$ cat src/rtl/ctx_arb_pkg.sv
package ctx_arb_pkg;
  typedef enum logic [1:0] {
    MODE_MT   = 2'd0,
    MODE_ST0  = 2'd1,
    MODE_ST1  = 2'd2,
    MODE_IDLE = 2'd3
  } arb_mode_e;

  localparam int unsigned NCTX = 2;

  function automatic arb_mode_e mode_of(input logic [NCTX-1:0] run);
    case (run)
      2'b11:   return MODE_MT;
      2'b01:   return MODE_ST0;
      2'b10:   return MODE_ST1;
      default: return MODE_IDLE;
    endcase
  endfunction
endpackage

$ cat src/rtl/ctx_mode_fsm.sv
module ctx_mode_fsm
  import ctx_arb_pkg::*;
(
  input  logic            clk,
  input  logic            rst_n,
  input  logic [NCTX-1:0] halt_i,
  input  logic [NCTX-1:0] irq_i,
  output logic [NCTX-1:0] run_o,
  output arb_mode_e       mode_o
);
  logic [NCTX-1:0] run_q;
  logic [NCTX-1:0] run_d;

  // A running context stays running unless halted; a halted one wakes on an interrupt.
  always_comb run_d = (run_q & ~halt_i) | (~run_q & irq_i);

  always_ff @(posedge clk) begin
    if (!rst_n) run_q <= '1;
    else        run_q <= run_d;
  end

  assign run_o  = run_q;
  assign mode_o = mode_of(run_q);

  assert_halt_one_R5: assert property (@(posedge clk) disable iff (!rst_n)
    (mode_o == MODE_MT && halt_i == 2'b01) |=> (mode_o == MODE_ST1));
  assert_halt_both_R5: assert property (@(posedge clk) disable iff (!rst_n)
    (mode_o == MODE_MT && halt_i == 2'b11) |=> (mode_o == MODE_IDLE));
  assert_irq_resume_R6: assert property (@(posedge clk) disable iff (!rst_n)
    (mode_o == MODE_ST0 && irq_i[1] && !halt_i[0]) |=> (mode_o == MODE_MT));
  assert_idle_wake_R8: assert property (@(posedge clk) disable iff (!rst_n)
    (mode_o == MODE_IDLE && irq_i == 2'b10) |=> (mode_o == MODE_ST1));
  assert_ignored_R10: assert property (@(posedge clk) disable iff (!rst_n)
    (mode_o == MODE_ST1 && halt_i == 2'b01 && irq_i == 2'b10) |=> (mode_o == MODE_ST1));
endmodule

$ cat src/rtl/ctx_pc_bank.sv
module ctx_pc_bank
  import ctx_arb_pkg::*;
#(
  parameter int unsigned PCW = 32
) (
  input  logic                     clk,
  input  logic                     rst_n,
  input  logic [PCW-1:0]           reset_vec_i,
  input  logic [NCTX-1:0]          upd_i,
  input  logic [NCTX-1:0][PCW-1:0] nxt_i,
  output logic [NCTX-1:0][PCW-1:0] pc_o
);
  for (genvar c = 0; c < NCTX; c++) begin : g_ctx
    logic [PCW-1:0] pc_q;

    always_ff @(posedge clk) begin
      if (!rst_n)        pc_q <= reset_vec_i;
      else if (upd_i[c]) pc_q <= nxt_i[c];
    end

    assign pc_o[c] = pc_q;

    assert_pc_hold_R9: assert property (@(posedge clk) disable iff (!rst_n)
      (!upd_i[c] && $past(rst_n)) |=> $stable(pc_o[c]));
  end
endmodule

$ cat src/rtl/ctx_grant_pick.sv
module ctx_grant_pick
  import ctx_arb_pkg::*;
(
  input  logic            clk,
  input  logic            rst_n,
  input  logic [NCTX-1:0] run_i,
  input  logic [NCTX-1:0] req_i,
  input  logic [NCTX-1:0] stall_i,
  output logic            gnt_valid_o,
  output logic            gnt_ctx_o
);
  logic            fav_q;
  logic [NCTX-1:0] elig;

  always_comb begin
    elig        = req_i & ~stall_i & run_i;
    gnt_valid_o = |elig;
    unique case (elig)
      2'b11:   gnt_ctx_o = fav_q;
      2'b10:   gnt_ctx_o = 1'b1;
      default: gnt_ctx_o = 1'b0;
    endcase
  end

  always_ff @(posedge clk) begin
    if (!rst_n)           fav_q <= 1'b0;
    else if (gnt_valid_o) fav_q <= ~gnt_ctx_o;
  end

  assert_only_running_R7: assert property (@(posedge clk) disable iff (!rst_n)
    gnt_valid_o |-> (run_i[gnt_ctx_o] && req_i[gnt_ctx_o] && !stall_i[gnt_ctx_o]));
  assert_progress_R11: assert property (@(posedge clk) disable iff (!rst_n)
    (|(run_i & req_i & ~stall_i)) |-> gnt_valid_o);
  assert_alternate_R3: assert property (@(posedge clk) disable iff (!rst_n)
    (gnt_valid_o && (run_i & req_i & ~stall_i) == 2'b11) |=>
      (((run_i & req_i & ~stall_i) == 2'b11) |-> (gnt_ctx_o != $past(gnt_ctx_o))));
endmodule

$ cat src/rtl/ctx_fetch_arb.sv
module ctx_fetch_arb
  import ctx_arb_pkg::*;
#(
  parameter int unsigned PCW = 32
) (
  input  logic           clk,
  input  logic           rst_n,
  input  logic [PCW-1:0] reset_vec_i,
  input  logic [1:0]     req_i,
  input  logic [1:0]     stall_i,
  input  logic [1:0]     halt_i,
  input  logic [1:0]     irq_i,
  input  logic [1:0]     pc_upd_i,
  input  logic [PCW-1:0] pc_nxt0_i,
  input  logic [PCW-1:0] pc_nxt1_i,
  output logic           gnt_valid_o,
  output logic           gnt_ctx_o,
  output logic [PCW-1:0] gnt_pc_o,
  output logic [1:0]     mode_o
);
  logic [NCTX-1:0]          run;
  arb_mode_e                mode;
  logic [NCTX-1:0][PCW-1:0] pcs;
  logic [NCTX-1:0][PCW-1:0] nxt;

  assign nxt[0] = pc_nxt0_i;
  assign nxt[1] = pc_nxt1_i;

  ctx_mode_fsm u_mode (
    .clk    (clk),
    .rst_n  (rst_n),
    .halt_i (halt_i),
    .irq_i  (irq_i),
    .run_o  (run),
    .mode_o (mode)
  );

  ctx_pc_bank #(.PCW(PCW)) u_pcs (
    .clk         (clk),
    .rst_n       (rst_n),
    .reset_vec_i (reset_vec_i),
    .upd_i       (pc_upd_i),
    .nxt_i       (nxt),
    .pc_o        (pcs)
  );

  ctx_grant_pick u_pick (
    .clk         (clk),
    .rst_n       (rst_n),
    .run_i       (run),
    .req_i       (req_i),
    .stall_i     (stall_i),
    .gnt_valid_o (gnt_valid_o),
    .gnt_ctx_o   (gnt_ctx_o)
  );

  assign gnt_pc_o = pcs[gnt_ctx_o];
  assign mode_o   = mode;

  assert_idle_no_grant_R8: assert property (@(posedge clk) disable iff (!rst_n)
    (mode_o == MODE_IDLE) |-> !gnt_valid_o);
  assert_reset_mode_R1: assert property (@(posedge clk)
    !rst_n |=> (mode_o == MODE_MT));
endmodule

$ cat config.mk
export PLATFORM = sky130hd
export DESIGN_NAME = ctx_fetch_arb
export DESIGN_NICKNAME = d
export VERILOG_FILES = /design/src/rtl/ctx_arb_pkg.sv /design/src/rtl/ctx_mode_fsm.sv /design/src/rtl/ctx_pc_bank.sv /design/src/rtl/ctx_grant_pick.sv /design/src/rtl/ctx_fetch_arb.sv
export SDC_FILE = /design/constraint.sdc
export NUM_CORES = 1
export LEC_CHECK = 0
export BUFFER_PORTS_ARGS = -buffer_cell sky130_fd_sc_hd__buf_2
export CAP_MARGIN = 5
export CORE_MARGIN = 2
export CORE_UTILIZATION = 52
export CTS_CLUSTER_SIZE = 30
export DETAILED_ROUTE_END_ITERATION = 12
export HOLD_SLACK_MARGIN = 0.12
export PLACE_DENSITY = 0.85
export SLEW_MARGIN = 20
export SYNTH_ARGS = -nofsm -noshare
export SYNTH_HDL_FRONTEND = slang
export SYNTH_HIERARCHICAL = 1
export SYNTH_SLANG_ARGS = --single-unit
$ cat constraint.sdc
create_clock -name clk -period 4.4 [get_ports clk]
set_input_delay 0.66 -clock clk [delete_from_list [all_inputs] [get_ports clk]]
set_output_delay 0.66 -clock clk [all_outputs]
set_load 0.005 [all_outputs]
Word level (Yosys, flattened, before mapping)
Cells that the tools add are included.
- flip-flop bits (word level): 67
- logic and storage cells: 30
- input bits: 108
- reductions and logical operators: 1
- magnitude comparators: 1
- muxes and demuxes: 8
- equality and inequality tests: 7
- bitwise logic cells: 9
- operators with widths (kind ; number):
    2-to-1 mux 32 bit ; 6
    AND 2 bit ; 4
    equality test 2 bit (second input constant) ; 4
    NOT 2 bit ; 3
    one-hot mux 2 bit (3 select lines) ; 1
    inequality test 2 x 1 -> 1 bit (second input constant) ; 2
    equality test 2 x 1 -> 1 bit (second input constant) ; 1
    less-than comparator 1 x 2 -> 1 bit (second input constant) ; 1
    bitwise OR 2 bit ; 1
    one-hot mux 1 bit (2 select lines) ; 1
    OR reduction 2 bit ; 1
    NOT 1 bit ; 1

Logic depth before layout (Yosys ltp)
Gate-level depths: netlist of the first run.
- depth after elaboration: 7
- gate-level depth with buffers: 5

Cells and area by module
The synthesis of the first run kept the hierarchy.
- by module, submodules not included (module ; sequential area each (µm²) ; cells each ; area each (µm²) ; instances):
    ctx_pc_bank ; 1921.8 ; 137 ; 2864.0 ; 1
    ctx_fetch_arb ; 0.0 ; 36 ; 544.3 ; 1
    ctx_mode_fsm ; 40.0 ; 8 ; 75.1 ; 1
    ctx_grant_pick ; 20.0 ; 9 ; 70.1 ; 1

Least setup slack after synthesis of the first run
No wires, ideal clock.
- path type: in2out
- from: in stall_i[1]
- to: out gnt_pc_o[0]
- slack: 2.081 ns
- required time: 3.740 ns
- stages on the path: 5
- path buffers: 2
- data arrival time: 1.659 ns
- cells stage by stage: nand3b_1 > a21oi_1 > buf_6 > buf_12 > mux2_4
- longest elaborated chain between the ends: 7
- RTL lines (what ; line ; text):
    start: declaration ; ctx_fetch_arb.sv:10 ; input logic [1:0] stall_i,
    NOT 2 bit * ; ctx_grant_pick.sv:16 ; elig = req_i & ~stall_i & run_i;
    AND 2 bit * (2 in series) ; ctx_grant_pick.sv:16 ;
    equality test 2 bit ; ctx_grant_pick.sv:18 ; unique case (elig)
    one-hot mux 1 bit (2 select lines) * ; ctx_grant_pick.sv:18 ;
    via gnt_ctx_o ; ctx_fetch_arb.sv:17 ; output logic gnt_ctx_o,
    2-to-1 mux 32 bit (implied by the code) * (2 in series) ; ctx_fetch_arb.sv:57 ; assign gnt_pc_o = pcs[gnt_ctx_o];
    end: declaration ; ctx_fetch_arb.sv:18 ; output logic [PCW-1:0] gnt_pc_o,
Mark *: on every way through the listed nets, which the timed path passes. The rest lies on a longest branch. The select of a mux whose other input is x is not followed.

Final worst setup path of the first run
- from: in stall_i[1]
- to: out gnt_pc_o[29]
- longest elaborated chain between the ends: 7
- RTL lines (what ; line):
    NOT 2 bit * ; ctx_grant_pick.sv:16
    AND 2 bit * (2 in series) ; ctx_grant_pick.sv:16
    equality test 2 bit ; ctx_grant_pick.sv:18
    one-hot mux 1 bit (2 select lines) * ; ctx_grant_pick.sv:18
    2-to-1 mux 32 bit (implied by the code) * (2 in series) ; ctx_fetch_arb.sv:57
Mark *: on every way between the ends. The rest lies on a longest branch, timed or not. The select of a mux whose other input is x is not followed.

==> flow_summary.ini, run 1 <==
[cells_and_area]
layout.cell_area.non_filler_um2 = 4490
layout_common_cells = sky130_fd_sc_hd__buf_2, sky130_fd_sc_hd__mux2_4, sky130_fd_sc_hd__edfxtp_1
final.fill_count = 489
layout_commonest_cell = sky130_fd_sc_hd__buf_2
nNetsFinal = 443
layout-area-overhead-vs-synth_pct = 26.2
layout-drive-gt1-share = 0.759
insertedDiodeCount = 0
final_core_utilization = 0.668
finalNonFillerCells = 420

[critical_path]
worst-path-max-fanout = 18
max_stage_delay_ns = 0.63
timing.setup.critical_path_class = primary input to primary output
critical_path_required_ns = 3.74
crit-reg2reg-launch = u_mode/run_o[1]$_SDFF_PN1_
critPathTopFamily = compound AO/OA/AOI/OAI gates
cp-end-kind = primary output
startpoint_type = primary input
critical-path-slowest-cell = sky130_fd_sc_hd__a21oi_4
crit_path_frequent_cell = sky130_fd_sc_hd__buf_2
crit_path_cell_trace = buf_2 -> nand3b_1 -> a21oi_4 -> buf_12 -> mux2_2 -> buf_2
worst_ep_arrival_time_ns = 2.38
worstSetupStartpoint = stall_i[1]
critical_path_buf_inv_count = 3

[logic_synthesis]
area_share_of_the_largest_cell_type_after_synthesis = 0.541
synth.net_count = 298
netlist.top_cell.by_area = sky130_fd_sc_hd__edfxtp_1
synthTopCellsByArea = sky130_fd_sc_hd__edfxtp_1, sky130_fd_sc_hd__mux2_4, sky130_fd_sc_hd__mux2_2, sky130_fd_sc_hd__buf_6, sky130_fd_sc_hd__buf_12
synth_cell_type_count = 18
ys.warnings.count = 6
syn-cell-area_um2 = 3550
post_synth_inst_count = 190
synth-seq-cells = 67
avg_synthesized_cell_area_um2 = 18.7
yosysSeqAreaShare = 0.558

[global_routing]
grt_pass1_vias = 2150
grt_max_degree = 47
groute.usage.overall = 0.170
busiest_layer = met2
use_met2 = 0.325
globalRouteMet1Util = 0.174
grt_pass1_wl_mm = 9.53
globalRouteMet3Util = 0.0286
grt_antenna_before_repair = 0
gr-total-overflow = 0

[routing]
wirelength_mm = 6.31
drt_drc_violations_left = 0
wl_per_cell_um = 15.0
first_pass_iters = 4
detail_route.vias_per_cell = 4.99
first_iter_violations = 44
detail-route-antenna-nets = 0
detailroute.via_count = 2096

[clock_network]
cts_buffers = 9
worst_setup_hold_path_clk_slew_ns = 0.07
post-cts-setup-buffers = 0
cts.sink_count = 67
ctsHtreeMaxLevel = 3
max-clock-path-buffers = 2
tritoncts_clock_tree = done
ctsHoldBuffers = 0
cts.repair.resized = 0
root_buffer = sky130_fd_sc_hd__clkbuf_8
worst_skew_pair.late_latency_ns = 0.32

[floorplan]
fp.dieArea_um2 = 7510
effective_utilization_at_floorplan = 0.529
top_level_ports = 144
die-height_um = 86.7
placementRows = 30
placeableCoreArea_um2 = 6720
die_w_um = 86.7

[sta]
fin_skew_ns = 0.00226
fmaxAchievable_mhz = 329
fin_crit_sh = 0.690
finalCriticalPeriod_ns = 3.04
timing_max_transition_violations_final = 0
timing_hold_violations_final = 0
rsz_0062_raised_after_global_routing = no
timing.slew.headroom = 0.428
worst_slew_pin_slew_ns = 0.858
setup-violations-final = 0
tns_ns = 0

[hold_path]
hold_class = primary input to register
hold_path_startpoint = halt_i[0]

[place]
io_buffer_count = 143
numPlacedInstances = 404
instance_area_at_placement_um2 = 4280
dpl.hpwl_mm = 4.59
gp_congestion = 0.753

[status]
status = finished, final reports clean

[pwr]
totalPowerFinal_mw = 1.61
vdd_ir_drop_max_uv = 199
power.density_cell_area_nw_per_um2 = 358
static-leakage-power_nw = 2.04

[run]
maxCapViolations = 0
[stage by stage]
| step | setup slack [ns] | hold WS [ns] |
|---|---|---|
| 2_1_floorplan | 2.08 | 0.512 |
| 3_3_place_gp | 1.39 | 0.503 |
| 3_5_place_dp | 1.36 | 0.532 |
| 4_1_cts | 1.34 | 0.514 |
| 5_1_grt | 1.25 | 0.532 |
| 6_report | 1.36 | 0.528 |
[sequential cells by signal, indices dropped and copies added (netlist names)]
name / flops
u_pick/fav_q: 1
u_mode/run_o: 2
u_pcs/g_ctx.pc_q: 64
[final timing paths]
| check | endpoint | slack [ns] | depth (start not counted) |
|---|---|---|---|
| hold / removal | u_mode/run_o[0]$_SDFF_PN1_ | 0.53 | 2 |
| setup / recovery | gnt_pc_o[29] | 1.36 | 6 |
| setup reg to reg | u_pick/fav_q$_SDFFE_PN0P_ | 3.52 | 2 |
| hold reg to reg | u_mode/run_o[0]$_SDFF_PN1_ | 0.54 | 2 |
[metal layers]
metal  wire (µm)  up-vias
met5           0        -
met4         133        0
met3         325       10
met2        3410       85
met1        2440      973
li1            -     1028
[cell families (layout without fill, tap and decap cells)]
logic type      after synthesis  after routing  synth area share
buf+inv                      13            163            0.0408
flops                        67             67             0.558
mux                          96             96             0.376
simple gates                  9              9            0.0155
compound gates                5              5           0.00986
[cell usage after synthesis, drive strengths merged]
| cell type | count |
|---|---|
| nand3b | 1 |
| mux2 | 96 |
| inv | 2 |
| nand2b | 4 |
| a21oi | 1 |
| and2 | 2 |
| a32o | 1 |
| edfxtp | 64 |
| nand2 | 1 |
| dfxtp | 3 |
| o21ai | 1 |
| buf | 11 |
| nor2 | 1 |
| o211ai | 2 |
[layout make-up]
| class | instances | area [µm²] | share of cell area |
|---|---|---|---|
| sequential | 67 | 1980 | 0.442 |
| inverter | 2 | 7.51 | 0.00167 |
| multi-input combinational | 110 | 1440 | 0.322 |
| clock inverter | 6 | 80.1 | 0.0179 |
| clock buffer | 10 | 128 | 0.0285 |
| timing repair buffer | 145 | 746 | 0.166 |
| tap | 80 | 100 | 0.0223 |
[report_power, final]
group	leakage, nW	internal (mW)	switching [mW]
clock network	0.101	0.314	0.210
registers	0.677	0.779	0.0200
logic	1.26	0.182	0.100
No activity file was read; power rests on OpenSTA's default activity.
==> run 2: changes to the inputs <==
Settings changed: CORE_UTILIZATION 52 to 44, PLACE_DENSITY 0.85 to 0.77.
Clock period 4.4 ns to 2.5 ns, I/O delays scaled along.
==> flow_summary.ini, run 2 (same netlist as run 1, synthesis figures left out) <==
[sta]
setup_ws_ns = 0.300
timing.slew.headroom = 0.667
setup-violations-final = 0
fin_crit_sh = 0.880
timing_max_transition_violations_final = 0
timing_hold_violations_final = 0
fin_skew_ns = 0.000175
finalCriticalPeriod_ns = 2.20
rsz_0062_raised_after_global_routing = no
worst_slew_pin_slew_ns = 0.500
tns_ns = 0
fmaxAchievable_mhz = 454

[cells_and_area]
layout_commonest_cell = sky130_fd_sc_hd__buf_2
layout-drive-gt1-share = 0.762
layout-area-overhead-vs-synth_pct = 27.1
largest_reg_flops = 64
insertedDiodeCount = 0
largest_register = u_pcs/g_ctx.pc_q
final.fill_count = 623
layout_common_cells = sky130_fd_sc_hd__buf_2, sky130_fd_sc_hd__mux2_4, sky130_fd_sc_hd__edfxtp_1
nNetsFinal = 448

[critical_path]
critical_path_required_ns = 2.12
timing.setup.critical_path_class = register to primary output
startpoint_type = register
timing.reg2reg.setup_slack_ns = 1.63
worst-path-max-fanout = 17
cp-end-kind = primary output
worst_ep_arrival_time_ns = 1.83
crit-reg2reg-launch = u_mode/run_o[1]$_SDFF_PN1_
r2r_cells = 2
crit-reg2reg-capture = u_pick/fav_q$_SDFFE_PN0P_

[place]
dpl.hpwl_mm = 5.00
io_buffer_count = 143
gp_congestion = 0.673
dp_worst_setup_slack_ns = 0.449

[status]
status = finished, final reports clean

[routing]
wl_per_cell_um = 15.0
detail-route-antenna-nets = 0
first_iter_violations = 46
drt_drc_violations_left = 0
first_pass_iters = 3
detail_route.vias_per_cell = 4.83
detailroute.via_count = 2152
wirelength_mm = 6.69

[clock_network]
tritoncts_clock_tree = done
worst_skew_pair.late_latency_ns = 0.33
cts.sink_count = 67
ctsHtreeMaxLevel = 3
ctsHoldBuffers = 0
post-cts-setup-buffers = 0
max-clock-path-buffers = 2
cts_buffers = 9
worst_setup_hold_path_clk_slew_ns = 0.07
root_buffer = sky130_fd_sc_hd__clkbuf_8
cts.repair.resized = 0

[global_routing]
groute.usage.overall = 0.150
grt_pass1_vias = 2172
grt_antenna_before_repair = 0
grt_pass1_wl_mm = 9.94
grt_max_degree = 34
gr-total-overflow = 0

[floorplan]
die-height_um = 93.9
effective_utilization_at_floorplan = 0.457
placementRows = 32
placeableCoreArea_um2 = 7770
top_level_ports = 144
fp.dieArea_um2 = 8810
die_w_um = 93.9

[hold_path]
min_to = u_mode/run_o[0]$_SDFF_PN1_
hold_path_startpoint = halt_i[0]
hold_class = primary input to register
worstHoldPathCells = 2

[pwr]
vdd_ir_drop_max_uv = 359
p_switching_mw = 0.587
comb_power_share = 0.195
power.density_cell_area_nw_per_um2 = 583
static-leakage-power_nw = 2.06
p_int_mw = 2.05
seqPwrFrac = 0.533
power_switching_share = 0.223
pwr-share-clk = 0.273

[run]
maxCapViolations = 0
## run 2: per-layer routing
metal,vias up,GRT usage,part of all wire
li1,1034,-,-
met1,1031,0.169,0.40
met2,78,0.276,0.53
met3,9,0.0217,0.053
met4,0,0.0713,0.016
met5,-,0,0
## run 2: final cells by class
class	instances	area [µm²]	share of cell area
inverter	2	7.51	0.00166
tap	102	128	0.0282
multi-input combinational	110	1440	0.319
timing repair buffer	150	808	0.179
clock buffer	11	131	0.0291
clock inverter	4	18.8	0.00415
sequential	67	1980	0.439
## run 2: worst max-delay path, stage by stage, from the launching register on
cell and delay [ns]:
sky130_fd_sc_hd__dfxtp_1 0.34, sky130_fd_sc_hd__nand3b_1 0.17, sky130_fd_sc_hd__a21oi_4 0.16, sky130_fd_sc_hd__buf_4 0.32
sky130_fd_sc_hd__mux2_2 0.37, sky130_fd_sc_hd__buf_2 0.13
## run 2: worst max-delay path by stage
stage | to | from | depth (start not counted) | slack [ns]
final | gnt_pc_o[31] | u_mode/run_o[1]$_SDFF_PN1_ | 5 | 0.30
after global routing | gnt_pc_o[31] | u_mode/run_o[1]$_SDFF_PN1_ | 5 | 0.20
after global placement | gnt_pc_o[31] | stall_i[1] | 6 | 0.46
after detailed placement | gnt_pc_o[31] | stall_i[1] | 6 | 0.45
after CTS | gnt_pc_o[31] | u_mode/run_o[1]$_SDFF_PN1_ | 5 | 0.26
after floorplan | u_pcs/g_ctx[0].pc_q[0]$_DFFE_PP_ | rst_n | 3 | 0.70
## run 2: per-stage QoR
step | instances | hold WS (ns) | power, mW | cell area, µm² | utilization
floorplan | 190 | 0.474 | 1.74 | 3550 | -
global placement | 431 | 0.508 | 1.93 | 4370 | 0.562
detailed placement | 431 | 0.527 | 1.95 | 4370 | 0.562
CTS | 446 | 0.217 | 2.67 | 4520 | 0.582
global route | 446 | 0.232 | 2.75 | 4520 | 0.582
finish | 446 | 0.237 | 2.63 | 4520 | 0.582
## run 2: power groups by stage
stage          combinational, mW  sequential [mW]  clock (mW)
3_5_place_dp               0.520             1.43           0
4_1_cts                    0.522             1.40       0.742
5_1_grt                    0.554             1.41       0.782
6_report                   0.513             1.40       0.718
3_3_place_gp               0.507             1.42           0
2_1_floorplan              0.323             1.42           0
==> run 3: changes to the inputs <==
Settings changed: GPL_TIMING_DRIVEN from default to 0.
==> flow_summary.ini, run 3 (same netlist as run 1, synthesis figures left out) <==
[status]
status = finished, final reports clean

[place]
numPlacedInstances = 437
gp_congestion = 0.656
io_buffer_count = 143
dpl.hpwl_mm = 5.42

[routing]
first_iter_violations = 36
detail_route.vias_per_cell = 4.82
detailroute.wirelength.met3_um = 417
first_pass_iters = 2
detailroute.via_count = 2183
met1_length_mm = 2.68
detail-route-antenna-nets = 0
wirelength_mm = 7.10
dr.max_layer_used = met4
drt_drc_violations_left = 0
wl_met2_mm = 3.85
wl_per_cell_um = 15.7

[sta]
timing.slew.headroom = 0.648
fin_skew_ns = 0.000264
fmaxAchievable_mhz = 463
tns_ns = 0
timing_max_transition_violations_final = 0
setup-violations-final = 0
rsz_0062_raised_after_global_routing = no
worst_slew_pin_slew_ns = 0.528
fin_crit_sh = 0.865
timing_hold_violations_final = 0
finalCriticalPeriod_ns = 2.16

[global_routing]
grt_pass1_wl_mm = 10.5
groute.usage.overall = 0.162
grt_pass1_vias = 2229
grt_max_degree = 18
grt_antenna_before_repair = 0
gr-total-overflow = 0

[critical_path]
crit-reg2reg-launch = u_mode/run_o[0]$_SDFF_PN1_
worst_ep_arrival_time_ns = 1.79
worst-path-max-fanout = 10
r2r_cells = 2
critical_path_required_ns = 2.12
worstSetupStartpoint = u_mode/run_o[0]$_SDFF_PN1_
startpoint_type = register
crit-reg2reg-capture = u_pick/fav_q$_SDFFE_PN0P_
cp-end-kind = primary output
timing.reg2reg.setup_slack_ns = 1.66
timing.setup.critical_path_class = register to primary output

[hold_path]
hold_class = primary input to register
min_to = u_mode/run_o[0]$_SDFF_PN1_
worstHoldPathCells = 2
hold_path_startpoint = halt_i[0]

[floorplan]
top_level_ports = 144
fp.dieArea_um2 = 8810
effective_utilization_at_floorplan = 0.457
placeableCoreArea_um2 = 7770
die_w_um = 93.9
die-height_um = 93.9
placementRows = 32

[clock_network]
tritoncts_clock_tree = done
root_buffer = sky130_fd_sc_hd__clkbuf_8
cts_buffers = 9
ctsHoldBuffers = 0
cts.repair.resized = 0
ctsHtreeMaxLevel = 3
max-clock-path-buffers = 2
cts.sink_count = 67
worst_skew_pair.late_latency_ns = 0.32
post-cts-setup-buffers = 0
worst_setup_hold_path_clk_slew_ns = 0.07

[cells_and_area]
final.fill_count = 648
largest_reg_flops = 64
layout-drive-gt1-share = 0.764
layout_common_cells = sky130_fd_sc_hd__buf_2, sky130_fd_sc_hd__mux2_4, sky130_fd_sc_hd__edfxtp_1
final_core_utilization = 0.594
insertedDiodeCount = 0
seqCellArea_um2 = 1980
finalNonFillerCells = 453
multi_input_area_um2 = 1430
nNetsFinal = 454
layout_commonest_cell = sky130_fd_sc_hd__buf_2
largest_register = u_pcs/g_ctx.pc_q
layout-area-overhead-vs-synth_pct = 29.8

[pwr]
p_int_mw = 2.07
p_switching_mw = 0.591
seqPwrFrac = 0.527
pwr-share-clk = 0.272
vdd_ir_drop_max_uv = 319
static-leakage-power_nw = 2.11
comb_power_share = 0.201
power_switching_share = 0.222
power.density_cell_area_nw_per_um2 = 577

[run]
maxCapViolations = 0
run 3: how the worst max path moves through the flow:
stage	to	slack [ns]	depth (start not counted)
floorplan	u_pcs/g_ctx[0].pc_q[0]$_DFFE_PP_	0.70	3
global placement	u_pcs/g_ctx[0].pc_q[1]$_DFFE_PP_	0.08	4
detailed placement	gnt_pc_o[23]	0.47	7
CTS	gnt_pc_o[23]	0.29	6
global route	gnt_pc_o[4]	0.20	6
finish	gnt_pc_o[23]	0.34	6
run 3: power by group through the flow:
stage	Sequential (mW)	Clock, mW	Combinational [mW]
after floorplan	1.42	0	0.323
after global placement	1.42	0	0.516
after detailed placement	1.43	0	0.542
after CTS	1.40	0.755	0.544
after global routing	1.41	0.794	0.575
final	1.40	0.722	0.535
run 3: worst max-delay path, cell delays in order (launching register included):
cell and delay [ns]:
sky130_fd_sc_hd__dfxtp_1 0.33, sky130_fd_sc_hd__and2_4 0.16, sky130_fd_sc_hd__a21oi_1 0.19, sky130_fd_sc_hd__buf_6 0.18, sky130_fd_sc_hd__buf_12 0.15, sky130_fd_sc_hd__mux2_4 0.30
sky130_fd_sc_hd__buf_2 0.14
run 3: layout make-up:
type | count | area share
Buffer | 11 | 0.0298
Sequential cell | 67 | 0.430
Clock buffer | 12 | 0.0293
Multi-Input combinational cell | 110 | 0.310
Timing Repair Buffer | 145 | 0.167
Inverter | 2 | 0.00163
Clock inverter | 4 | 0.00434
Tap cell | 102 | 0.0277
run 3: per-layer routing:
| metal | GRT usage | up-vias |
|---|---|---|
| li1 | - | 1052 |
| met1 | 0.172 | 1037 |
| met2 | 0.299 | 82 |
| met3 | 0.0337 | 12 |
| met4 | 0.0845 | 0 |
| met5 | 0 | - |
run 3: per-stage QoR:
| stage | area (µm²) | power [mW] | hold WS [ns] | worst slack (ns) |
|---|---|---|---|---|
| global placement | 4400 | 1.94 | 0.502 | 0.0817 |
| finish | 4610 | 2.66 | 0.248 | 0.338 |
| CTS | 4610 | 2.70 | 0.219 | 0.291 |
| floorplan | 3550 | 1.74 | 0.474 | 0.696 |
| detailed placement | 4460 | 1.97 | 0.513 | 0.473 |
| global route | 4610 | 2.78 | 0.226 | 0.203 |
